### config.mk
export PLATFORM = sky130hd
export DESIGN_NAME = adc_shared_clk_seq
export DESIGN_NICKNAME = d
export VERILOG_FILES = /design/src/rtl/adcseq_pkg.sv /design/src/rtl/adcseq_frame_ctl.sv /design/src/rtl/adcseq_addr_shift.sv /design/src/rtl/adcseq_strobe_gen.sv /design/src/rtl/adc_shared_clk_seq.sv
export SDC_FILE = /design/constraint.sdc
export NUM_CORES = 1
export LEC_CHECK = 0
export ABC_AREA = 1
export BUFFER_PORTS_ARGS = -buffer_cell sky130_fd_sc_hd__buf_4
export CORE_MARGIN = 10
export CORE_UTILIZATION = 35
export DETAILED_ROUTE_END_ITERATION = 16
export PLACE_DENSITY = 0.61
export SLEW_MARGIN = 40
export SYNTH_ARGS = -nofsm -noshare
export SYNTH_HDL_FRONTEND = slang
export SYNTH_SLANG_ARGS = --single-unit
### constraint.sdc
create_clock -name clk -period 1.87 [get_ports clk]
set_clock_uncertainty 0.15 [all_clocks]
set_input_delay 0.0935 -clock clk [delete_from_list [all_inputs] [get_ports clk]]
set_output_delay 0.0935 -clock clk [all_outputs]
set_load 0.01 [all_outputs]
### src/rtl/adcseq_pkg.sv
package adcseq_pkg;
  typedef enum logic [1:0] {
    PH_IDLE  = 2'd0,
    PH_FRAME = 2'd1,
    PH_CONV  = 2'd2
  } phase_e;
endpackage

### src/rtl/adcseq_frame_ctl.sv
module adcseq_frame_ctl
  import adcseq_pkg::*;
#(
  parameter int TOTAL       = 12,
  parameter int CONV_CYCLES = 44,
  localparam int CW = $clog2(TOTAL + 1),
  localparam int KW = $clog2(CONV_CYCLES + 1)
) (
  input  logic          clk,
  input  logic          rst,
  input  logic          cs_n,
  output phase_e        phase,
  output logic [CW-1:0] rcnt,
  output logic          frame_err,
  output logic          conv_en
);
  logic [KW-1:0] ccnt;

  always_ff @(posedge clk) begin
    if (rst) begin
      phase     <= PH_IDLE;
      rcnt      <= '0;
      frame_err <= 1'b0;
      ccnt      <= '0;
    end else begin
      case (phase)
        PH_IDLE: begin
          if (!cs_n) begin
            phase     <= PH_FRAME;
            rcnt      <= CW'(1);
            frame_err <= 1'b0;
          end
        end
        PH_FRAME: begin
          if (cs_n) begin
            rcnt <= '0;
            if (rcnt == CW'(TOTAL)) begin
              phase <= PH_CONV;
              ccnt  <= KW'(CONV_CYCLES - 1);
            end else begin
              phase <= PH_IDLE;
            end
          end else if (rcnt < CW'(TOTAL)) begin
            rcnt <= rcnt + CW'(1);
          end else begin
            frame_err <= 1'b1;
          end
        end
        PH_CONV: begin
          if (ccnt == '0) phase <= PH_IDLE;
          else            ccnt  <= ccnt - KW'(1);
        end
        default: phase <= PH_IDLE;
      endcase
    end
  end

  assign conv_en = (phase == PH_CONV);
endmodule

### src/rtl/adcseq_addr_shift.sv
module adcseq_addr_shift #(
  parameter int ADDR_W   = 4,
  parameter int MAX_CHAN = 10
) (
  input  logic              clk,
  input  logic              rst,
  input  logic              shift_en,
  input  logic              load_en,
  input  logic              addr_in,
  output logic [ADDR_W-1:0] chan,
  output logic              chan_bad
);
  logic [ADDR_W-1:0] sh;
  logic [ADDR_W-1:0] nxt;

  assign nxt = {sh[ADDR_W-2:0], addr_in};

  always_ff @(posedge clk) begin
    if (rst) begin
      sh       <= '0;
      chan     <= '0;
      chan_bad <= 1'b0;
    end else if (shift_en) begin
      sh <= nxt;
      if (load_en) begin
        chan     <= nxt;
        chan_bad <= (int'(nxt) > MAX_CHAN);
      end
    end
  end
endmodule

### src/rtl/adcseq_strobe_gen.sv
module adcseq_strobe_gen #(
  parameter int CW        = 4,
  parameter int SAMPLE_AT = 6,
  parameter int HOLD_AT   = 12
) (
  input  logic          clk,
  input  logic          rst,
  input  logic          in_frame,
  input  logic [CW-1:0] rcnt,
  output logic          sample_pulse,
  output logic          hold_pulse
);
  logic [CW-1:0] prev;
  logic [1:0]    pulse;

  always_ff @(negedge clk) begin
    if (rst) prev <= '0;
    else     prev <= rcnt;
  end

  for (genvar g = 0; g < 2; g++) begin : g_strobe
    localparam int AT = (g == 0) ? SAMPLE_AT : HOLD_AT;
    always_ff @(negedge clk) begin
      if (rst) pulse[g] <= 1'b0;
      else     pulse[g] <= in_frame && (rcnt == CW'(AT)) && (prev != CW'(AT));
    end
  end

  assign sample_pulse = pulse[0];
  assign hold_pulse   = pulse[1];
endmodule

### src/rtl/adc_shared_clk_seq.sv
module adc_shared_clk_seq
  import adcseq_pkg::*;
#(
  parameter int ADDR_W      = 4,
  parameter int RECOG_CYC   = 2,
  parameter int VALID_CYC   = 10,
  parameter int SAMPLE_CYC  = 4,
  parameter int MAX_CHAN    = 10,
  parameter int CONV_CYCLES = 44
) (
  input  logic              clk,
  input  logic              rst,
  input  logic              cs_n,
  input  logic              addr_in,
  output logic [ADDR_W-1:0] chan,
  output logic              chan_bad,
  output logic              sample_pulse,
  output logic              hold_pulse,
  output logic              conv_en,
  output logic              frame_err
);
  localparam int TOTAL = RECOG_CYC + VALID_CYC;
  localparam int CW    = $clog2(TOTAL + 1);

  phase_e        phase;
  logic [CW-1:0] rcnt;
  logic          shift_en;
  logic          load_en;

  adcseq_frame_ctl #(.TOTAL(TOTAL), .CONV_CYCLES(CONV_CYCLES)) u_ctl (
    .clk(clk), .rst(rst), .cs_n(cs_n), .phase(phase), .rcnt(rcnt),
    .frame_err(frame_err), .conv_en(conv_en)
  );

  assign shift_en = (phase == PH_FRAME) && !cs_n &&
                    (rcnt >= CW'(RECOG_CYC)) && (rcnt < CW'(RECOG_CYC + ADDR_W));
  assign load_en  = shift_en && (rcnt == CW'(RECOG_CYC + ADDR_W - 1));

  adcseq_addr_shift #(.ADDR_W(ADDR_W), .MAX_CHAN(MAX_CHAN)) u_addr (
    .clk(clk), .rst(rst), .shift_en(shift_en), .load_en(load_en),
    .addr_in(addr_in), .chan(chan), .chan_bad(chan_bad)
  );

  adcseq_strobe_gen #(
    .CW(CW), .SAMPLE_AT(RECOG_CYC + SAMPLE_CYC), .HOLD_AT(TOTAL)
  ) u_strb (
    .clk(clk), .rst(rst), .in_frame(phase == PH_FRAME), .rcnt(rcnt),
    .sample_pulse(sample_pulse), .hold_pulse(hold_pulse)
  );
endmodule

# Word level (Yosys, flattened, before mapping)
# Index checks and enable logic that the tools add are counted.
# totals
ff_bits	27
inputBits	4
out_inout_bits	9
wordCells	66
# op_classes
add_sub_neg	2
order_cmp	4
n_eq_ne	15
muxes	17
n_reduce_logical	18
# ops
cell	n
$mux 6	3
$mux 4	3
$ne 2x2->1 const B	6
$pmux 6 s2	1
$eq 4x3->1 const B	2
$logic_and 1x1->1	8
$mux 2	4
$pmux 4 s2	1
$reduce_and 4->1	2
$logic_not 6->1	1
$pmux 2 s3	1
$reduce_and 3->1	2
$sub 6x1->6 const B	1
$add 4x1->4 const B	1
$eq 4x4->1 const B	1
$ge 4x2->1 const B	1
$gt 4x4->1 const B	1
$lt 4x3->1 const B	1
$lt 4x4->1 const B	1
$ne 4x3->1 const B	1
$ne 4x4->1 const B	1
$reduce_bool 2->1	2
$mux 1	3
$ne 3x3->1 const B	1
7 further kinds	7

# Logic depth before layout (Yosys ltp)
# Gate-level depths: netlist of run 1.
# depth
ltp_word	6
ltp_mapped	10

# Modules after synthesis
# A second synthesis of run 1 with hierarchy kept.
# hier_totals
cells_unflattened	198
hier_area_um2	1337.5
# by_module_without_submodules
module	instances	cells_per_inst	area_per_inst_um2
adcseq_frame_ctl	1	115	744.5
adcseq_addr_shift	1	39	317.8
adcseq_strobe_gen	1	32	222.7
adc_shared_clk_seq	1	12	52.6

==> impl_metrics.py, run 1 <==
metrics = {
    "worst_setup_path": {
        "rrSetupSlack_ns": 0,
        "r2r-start": "u_ctl.rcnt[3]",
        "path_max_fanout": 1,
        "cp_top_family": "flip-flops",
        "crit_chain": "buf_6",
        "crit_type": "flip-flop to output pin",
        "worstPathArrival_ns": 1.68,
        "critPathBufInv": 1,
        "crit_required_ns": 1.63,
        "worst_path_max_delay_cell": "dfxtp_2",
        "cp-start-kind": "flip-flop",
        "rr_worst_depth": 4,
        "critPathMaxStageDelay_ns": 0.30,
        "r2r-end": "u_strb.hold_pulse",
        "end_kind": "output pin",
    },
    "logic_synthesis": {
        "ys_top_cells_by_count": "39 x nor2_1, 33 x nand2_1, 27 x dfxtp_1, 19 x nand3_1, 14 x inv_1",
        "synth_nets": 192,
        "synth_most_common_cell": "nor2_1",
        "ys_types": 22,
        "synthCells": 183,
        "synth_edf_count": 0,
        "ys_seq_area_share_pct": 42.2,
        "ys_warn_count": 0,
        "synth_area_sq_um": 1280,
        "ys_top_cells_by_area": "dfxtp_1 42%, nor2_1 11%, nand2_1 9.7%, nand3_1 7.4%, ha_1 4.9%",
        "synth.top_cell.area_share_pct": 42.2,
        "synth_flop_cell": "dfxtp_1",
        "yosysTopAreaCell": "dfxtp_1",
        "syn_avg_cell_area_sq_um": 7.00,
        "synth-async-reset-ratio_pct": 0,
        "ys_ff_latch": 27,
    },
    "finish": {
        "multiInputGateArea_sq_um": 672,
        "filler_cell_count": 350,
        "n_antenna_cell": 0,
        "final_nets": 231,
        "seq_area_sq_um": 558,
        "synthToLayoutAreaGrowth_pct": 30.9,
        "drive_above_1_share_pct": 29.4,
        "fin_cells": 267,
        "post-route-util_pct": 48.7,
    },
    "route": {
        "viasPerCell": 4.75,
        "route.detailed.drc": 0,
        "routedWlPerCell_microns": 11.0,
        "wl_microns": 2940,
        "drt_iter0_drc": 27,
        "drtAntennaViolNets": 0,
        "drt_pre_antenna_iters": 4,
        "vias": 1267,
    },
    "timing": {
        "hold_viol": 0,
        "rsz0062_at_grt": "true",
        "finalSetupViolCount": 2,
        "report.final.slew_viol_count": 0,
        "worst_pin_slew_ns": 0.407,
        "timing.final.ws_setup_ns": -0.0538,
        "hold-worst-slack_ns": 0.0120,
        "slew_headroom_pct": 72.9,
    },
    "global_route": {
        "antenna_found_initial": 0,
        "grt_start_max_net_pins": 16,
        "grt_overflow": 0,
        "grt_pass1_wl_microns": 5320,
        "first_global_vias": 1243,
        "grtUsageTotal_pct": 9.79,
    },
    "clocking": {
        "insertion_delay_ns": 0.27,
        "clk_pin_slew_ns": 0.09,
        "ctsRootBufferMaster": "clkbuf_8",
        "cts_tree": "yes",
        "clock_path_buffers": 2,
        "htree_num_levels": 1,
        "cts_buffers": 3,
        "cts_sinks": 27,
    },
    "floorplan": {
        "io_pins": 13,
        "dieArea_sq_um": 6480,
        "initial_utilization_pct": 37.2,
        "rows": 21,
        "die_x_microns": 80.5,
        "core-area_sq_um": 3440,
        "fp.dieH_microns": 80.5,
    },
    "power_and_ir_drop": {
        "power_density_nw_per_um2": 617,
        "leakage_nw": 0.744,
        "ir_worst_vdd_mv": 0.305,
    },
    "worst_hold_path": {
        "hp-class": "input port to flip-flop",
        "min_to": "u_ctl.phase[0]",
        "hold_path_startpoint": "cs_n",
        "holdPathStages": 4,
    },
    "outcome": {
        "status": "complete, but fails checks",
        "violations": "negative setup slack",
    },
    "place": {
        "gp_congestion": 0.811,
        "io_buffer_count": 12,
        "dp_hpwl_microns": 2300,
        "place_inst": 255,
    },
    "flow_run": {
        "drv_cap": 0,
    },
}
[per-layer routing]
metal | track usage, % | up-vias | part of all wire, %
li1 | - | 667 | -
met4 | 2.11 | 0 | 0.78
met3 | 2.56 | 5 | 3.8
met2 | 17.1 | 15 | 49
met5 | 0 | - | 0
met1 | 11.6 | 580 | 46
[cells by family after synthesis]
group / count (synthesis) / synth area share (%)
adders and majority gates: 5 / 4.88
AOI/OAI and AO/OA: 23 / 9.57
DFF: 27 / 42.2
and+or+nand+nor: 105 / 36.6
buffers and inverters: 23 / 6.74
[timing repair]
item / in CTS / in global routing
buffers inserted: 2 / 0
hold buffers: 1 / 0
setup endpoints to repair: 3 / 4
resized for setup: 6 / 5
pin swaps: 2 / 2
endpoints found under the hold margin: 1 / 0
[power by group]
| group | switching [mW] | internal [mW] | leakage (nW) |
|---|---|---|---|
| Combinational | 0.0419 | 0.0316 | 0.467 |
| Clock | 0.210 | 0.168 | 0.0537 |
| Sequential | 0.00451 | 0.578 | 0.223 |
[metrics by stage]
stage               total power, mW  instance area, sq um  worst slack [ns]  setup TNS, ns
global placement              0.689                  1560           -0.0171        -0.0250
finish                         1.03                  1680           -0.0538         -0.107
detailed placement            0.690                  1560           -0.0320        -0.0541
CTS                            1.05                  1660           -0.0610         -0.129
floorplan                     0.656                  1300           -0.0274        -0.0389
global route                   1.10                  1680            -0.100         -0.294
[flip-flops by register name (all words and copies together), names as in the netlist]
register	count
u_strb.hold_pulse	1
u_ctl.phase	2
u_strb.prev	4
u_ctl.ccnt	6
u_addr.chan_bad	1
u_ctl.rcnt	4
u_strb.sample_pulse	1
u_addr.sh	3
u_ctl.frame_err	1
u_addr.chan	4
[worst register-to-register path, cell delays in order, from the launching register on]
cell,delay (ns)
dfxtp_4,0.38
nand2_1,0.07
inv_2,0.06
nand3_2,0.06
a311oi_1,0.18
[final cells by class]
type | instances | share of cell area, %
clock buffer | 3 | 2.46
tap | 46 | 3.43
sequential | 27 | 33.3
multi-input combinational | 133 | 40.1
timing repair buffer | 31 | 14.5
clock inverter | 7 | 1.79
inverter | 20 | 4.48
[worst max-delay path by stage]
stage                   endpoint                start  cells past startpoint
2_1_floorplan  u_strb.hold_pulse        u_ctl.rcnt[2]                      4
3_3_place_gp   u_strb.hold_pulse        u_ctl.rcnt[0]                      3
3_5_place_dp   u_strb.hold_pulse       u_ctl.phase[1]                      5
4_1_cts               hold_pulse    u_strb.hold_pulse                      1
5_1_grt             sample_pulse  u_strb.sample_pulse                      1
6_report              hold_pulse    u_strb.hold_pulse                      1
[cells in the final DEF, fill, tap and decap left out, drive strengths merged]
master and count:
nor2 42, nand2 38, buf 30, dfxtp 27
inv 26, nand3 20, a21oi 10, o21ai 10
ha 5, clkbuf 3, nand4 3, a31oi 1
a311oi 1, nor3 1, and3b 1, o31ai 1
clkinvlp 1, dlygate4sd3 1
Power figures use the tool's default switching activity.
==> run 2: changes to the inputs <==
==> constraint.sdc (replaced) <==
create_clock -name clk -period 1.87 [get_ports clk]
set_clock_uncertainty 0.15 [all_clocks]
set_input_delay 0.2805 -clock clk [delete_from_list [all_inputs] [get_ports clk]]
set_output_delay 0.2805 -clock clk [all_outputs]
set_load 0.01 [all_outputs]
==> run 2 against run 1 <==
Effect of this change:
- the flow still finishes with violations (negative setup slack)
- sequential power hardly changed
- die area stayed put
- critical path type unchanged
- setup slack worse by 0.20 ns
- register-to-register slack hardly changed
- power is 0.82% higher
- wire length is 0.75% lower
- utilization is 0.51 points higher
- non-clock buffer count stayed put
- sequential share of layout area is 0.34 points lower
- critical endpoint is now sample_pulse
- combinational power is 6.5% higher
- sequential cell count stayed put
==> impl_metrics.py, run 2 (same netlist as run 1, synthesis figures left out) <==
metrics = {
    "place": {
        "place_inst": 257,
        "placed_cell_area_sq_um": 1580,
        "gp_congestion": 0.831,
        "dp_hpwl_microns": 2300,
        "io_buffer_count": 12,
        "pre_cts_ws_ns": -0.0567,
    },
    "clocking": {
        "clk_pin_slew_ns": 0.09,
        "cts_buffers": 3,
        "cts_sinks": 27,
        "htree_num_levels": 1,
        "insertion_delay_ns": 0.33,
        "clock_path_buffers": 2,
        "cts_tree": "yes",
        "ctsRootBufferMaster": "clkbuf_8",
        "hold_buffers": 0,
    },
    "power_and_ir_drop": {
        "ir_worst_vdd_mv": 0.356,
        "finalPower_mw": 1.04,
        "leakage_nw": 0.752,
        "power_density_nw_per_um2": 615,
    },
    "finish": {
        "seq_area_sq_um": 558,
        "multiInputGateArea_sq_um": 688,
        "filler_cell_count": 356,
        "synthToLayoutAreaGrowth_pct": 32.2,
        "largest_reg_flops": 6,
        "post-route-util_pct": 49.2,
        "drive_above_1_share_pct": 30.3,
        "mostFrequentLayoutCells": "36 x nor2_1, 33 x nand2_1, 29 x buf_4",
        "largest_register": "u_ctl.ccnt",
        "layout_commonest_cell": "nor2_1",
        "final_nets": 231,
        "n_antenna_cell": 0,
        "fin_area_sq_um": 1690,
        "fin_cells": 267,
    },
    "route": {
        "vias": 1234,
        "drt_pre_antenna_iters": 4,
        "route.detailed.drc": 0,
        "drt_iter0_drc": 25,
        "drtAntennaViolNets": 0,
        "viasPerCell": 4.62,
        "routedWlPerCell_microns": 10.9,
        "wl_microns": 2920,
    },
    "timing": {
        "worst_pin_slew_ns": 0.452,
        "timing.final.ws_setup_ns": -0.258,
        "hold_viol": 0,
        "slew_headroom_pct": 69.8,
        "finalSetupViolCount": 3,
        "report.final.slew_viol_count": 0,
        "rsz0062_at_grt": "true",
    },
    "flow_run": {
        "drv_cap": 0,
    },
    "outcome": {
        "status": "complete, but fails checks",
        "violations": "negative setup slack",
    },
    "worst_hold_path": {
        "hp-class": "input port to flip-flop",
    },
    "global_route": {
        "first_global_vias": 1217,
        "grt_start_max_net_pins": 17,
        "grtUsageTotal_pct": 9.61,
        "antenna_found_initial": 0,
        "grt_pass1_wl_microns": 5070,
        "grt_overflow": 0,
    },
    "worst_setup_path": {
        "crit_chain": "buf_6",
        "critPathBufInv": 1,
        "crit_type": "flip-flop to output pin",
        "cp-start-kind": "flip-flop",
        "end_kind": "output pin",
        "crit_required_ns": 1.44,
        "path_max_fanout": 1,
        "critPathMaxStageDelay_ns": 0.32,
        "worstPathArrival_ns": 1.70,
        "worst_path_max_delay_cell": "dfxtp_2",
        "cp_top_family": "flip-flops",
    },
    "floorplan": {
        "die_x_microns": 80.5,
        "dieArea_sq_um": 6480,
        "rows": 21,
        "fp.dieH_microns": 80.5,
        "io_pins": 13,
        "initial_utilization_pct": 37.2,
        "core-area_sq_um": 3440,
    },
}
==> run 2: what timing repair did <==
action	in CTS	in global routing
buffers inserted	0	1
gates resized for setup	6	7
setup endpoints to repair	4	4
pin swaps	0	2
==> run 2: cell type report <==
| type | count | area share [%] |
|---|---|---|
| Tap cell | 46 | 3.40 |
| Multi-Input combinational cell | 133 | 40.6 |
| Sequential cell | 27 | 32.9 |
| Clock buffer | 3 | 2.44 |
| Clock inverter | 7 | 1.85 |
| Inverter | 20 | 4.58 |
| Timing Repair Buffer | 31 | 14.2 |
==> run 2: report_power, final <==
group	switching [mW]	leakage, nW	total [mW]	internal, mW
Clock	0.211	0.0576	0.381	0.170
Combinational	0.0441	0.472	0.0783	0.0342
Sequential	0.00501	0.223	0.583	0.578
Total	0.260	0.752	1.04	0.783
==> run 2: path summary, 6_finish.rpt <==
path | startpoint | endpoint | slack, ns | cells after the start
worst max-delay path | u_strb.sample_pulse | sample_pulse | -0.26 | 1
worst min-delay path | addr_in | u_addr.sh[0] | 0.14 | 3
worst max register to register | u_ctl.phase[1] | u_strb.hold_pulse | 0 | 5
worst min register to register | u_strb.prev[1] | u_strb.sample_pulse | 0.29 | 1
==> run 2: routing by layer <==
metal / global-route usage (%) / vias to the layer above / part of all wire [%]
li1: - / 663 / -
met1: 10.2 / 542 / 45
met2: 17.5 / 25 / 51
met3: 1.11 / 4 / 2.8
met4: 5.99 / 0 / 2.0
met5: 0 / - / 0
==> run 2: stage by stage <==
stage / setup TNS (ns) / hold slack [ns]
final: -0.518 / 0.135
after floorplan: -0.0433 / 0.264
after global placement: -0.0613 / 0.285
after detailed placement: -0.111 / 0.293
after CTS: -0.578 / 0.133
after global routing: -0.674 / 0.158
==> run 3: changes to the inputs <==
BUFFER_PORTS_ARGS = default   (was -buffer_cell sky130_fd_sc_hd__buf_4)
DONT_BUFFER_PORTS = 1   (was default)
PLACE_DENSITY = 0.58   (was 0.61)
==> run 3 against run 2 <==
Effect of this change:
- the flow still finishes with violations (negative setup slack)
- utilization decreased by 2.1 points
- die area stayed put
- non-clock buffer count shrank 7
- final cell count down 2.6%
==> impl_metrics.py, run 3 (same netlist as run 1, synthesis figures left out) <==
metrics = {
    "finish": {
        "n_antenna_cell": 0,
        "seq_area_sq_um": 556,
        "largest_register": "u_ctl.ccnt",
        "multiInputGateArea_sq_um": 683,
        "layout_commonest_cell": "nor2_1",
        "mostFrequentLayoutCells": "36 x nor2_1, 33 x nand2_1, 23 x buf_4",
        "final_nets": 224,
        "largest_reg_flops": 6,
        "synthToLayoutAreaGrowth_pct": 26.7,
        "filler_cell_count": 360,
        "fin_cells": 260,
        "drive_above_1_share_pct": 27.6,
    },
    "timing": {
        "setup_tns_ns": -0.344,
        "timing.final.ws_setup_ns": -0.162,
        "rsz0062_at_grt": "true",
        "hold_viol": 0,
        "finalSetupViolCount": 3,
        "worst_pin_slew_ns": 0.427,
        "hold-worst-slack_ns": 0.0503,
        "slew_headroom_pct": 71.5,
        "report.final.slew_viol_count": 0,
    },
    "clocking": {
        "htree_num_levels": 1,
        "cts_tree": "yes",
        "insertion_delay_ns": 0.34,
        "clk_pin_slew_ns": 0.09,
        "cts_buffers": 3,
        "ctsRootBufferMaster": "clkbuf_8",
        "clock_path_buffers": 2,
        "cts_sinks": 27,
    },
    "worst_setup_path": {
        "end_kind": "output pin",
        "cp-start-kind": "flip-flop",
        "crit_required_ns": 1.44,
        "path_max_fanout": 1,
        "crit_type": "flip-flop to output pin",
        "worstPathArrival_ns": 1.60,
    },
    "outcome": {
        "violations": "negative setup slack",
        "status": "complete, but fails checks",
    },
    "floorplan": {
        "die_x_microns": 80.5,
        "rows": 21,
        "io_pins": 13,
        "fp.dieH_microns": 80.5,
        "initial_utilization_pct": 37.2,
        "core-area_sq_um": 3440,
        "dieArea_sq_um": 6480,
    },
    "route": {
        "drtAntennaViolNets": 0,
        "drt_iter0_drc": 55,
        "wl_microns": 3080,
        "drt_pre_antenna_iters": 4,
        "routedWlPerCell_microns": 11.8,
        "viasPerCell": 4.77,
        "route.detailed.drc": 0,
        "vias": 1240,
    },
    "place": {
        "place_inst": 246,
        "pre_cts_ws_ns": -0.0807,
        "io_buffer_count": 0,
        "dp_hpwl_microns": 2350,
        "gp_congestion": 0.877,
    },
    "global_route": {
        "grt_pass1_wl_microns": 5370,
        "first_global_vias": 1196,
        "grt_overflow": 0,
        "antenna_found_initial": 0,
        "grt_start_max_net_pins": 15,
        "grtUsageTotal_pct": 10.2,
    },
    "power_and_ir_drop": {
        "power_density_nw_per_um2": 637,
        "leakage_nw": 0.705,
        "ir_worst_vdd_mv": 0.405,
    },
    "worst_hold_path": {
        "hp-class": "input port to flip-flop",
    },
    "flow_run": {
        "drv_cap": 0,
    },
}
## run 3: repair_timing
action | in CTS | in global routing
gates resized for setup | 8 | 0
pin swaps | 2 | 3
endpoints found under the hold margin | 5 | 0
setup buffers | 3 | 1
endpoints found under the setup margin | 3 | 4
hold buffers | 1 | 0
## run 3: final timing paths
path,from,to,slack [ns],cells past startpoint
setup / recovery,u_strb.hold_pulse,hold_pulse,-0.16,0
hold / removal,addr_in,u_addr.sh[0],0.05,2
setup reg to reg,u_ctl.phase[1],u_strb.hold_pulse,-0.02,5
hold reg to reg,u_strb.prev[1],u_strb.sample_pulse,0.29,1
## run 3: layout make-up
class,count,area share [%]
multi-input combinational,133,42.1
sequential,27,34.2
timing repair buffer,24,11.3
inverter,20,4.63
tap,46,3.55
clock buffer,3,2.54
clock inverter,7,1.70
## run 3: layer usage
layer,up-vias,wire length (microns),track usage (%)
li1,651,-,-
met1,562,1380,11.8
met2,25,1540,17.5
met3,2,140,2.90
met4,0,22,3.17
met5,-,0,0
## run 3: power breakdown
part           switching, mW  leakage [nW]  internal [mW]
registers            0.00510         0.222          0.579
logic                 0.0391         0.429         0.0337
clock network          0.211        0.0536          0.165
## run 3: per-stage QoR
step / util, % / power (mW) / instance area [sq um]
floorplan: - / 0.658 / 1310
global placement: 43.4 / 0.680 / 1490
detailed placement: 43.4 / 0.682 / 1490
CTS: 46.9 / 1.05 / 1620
global route: 47.1 / 1.10 / 1620
finish: 47.1 / 1.03 / 1620
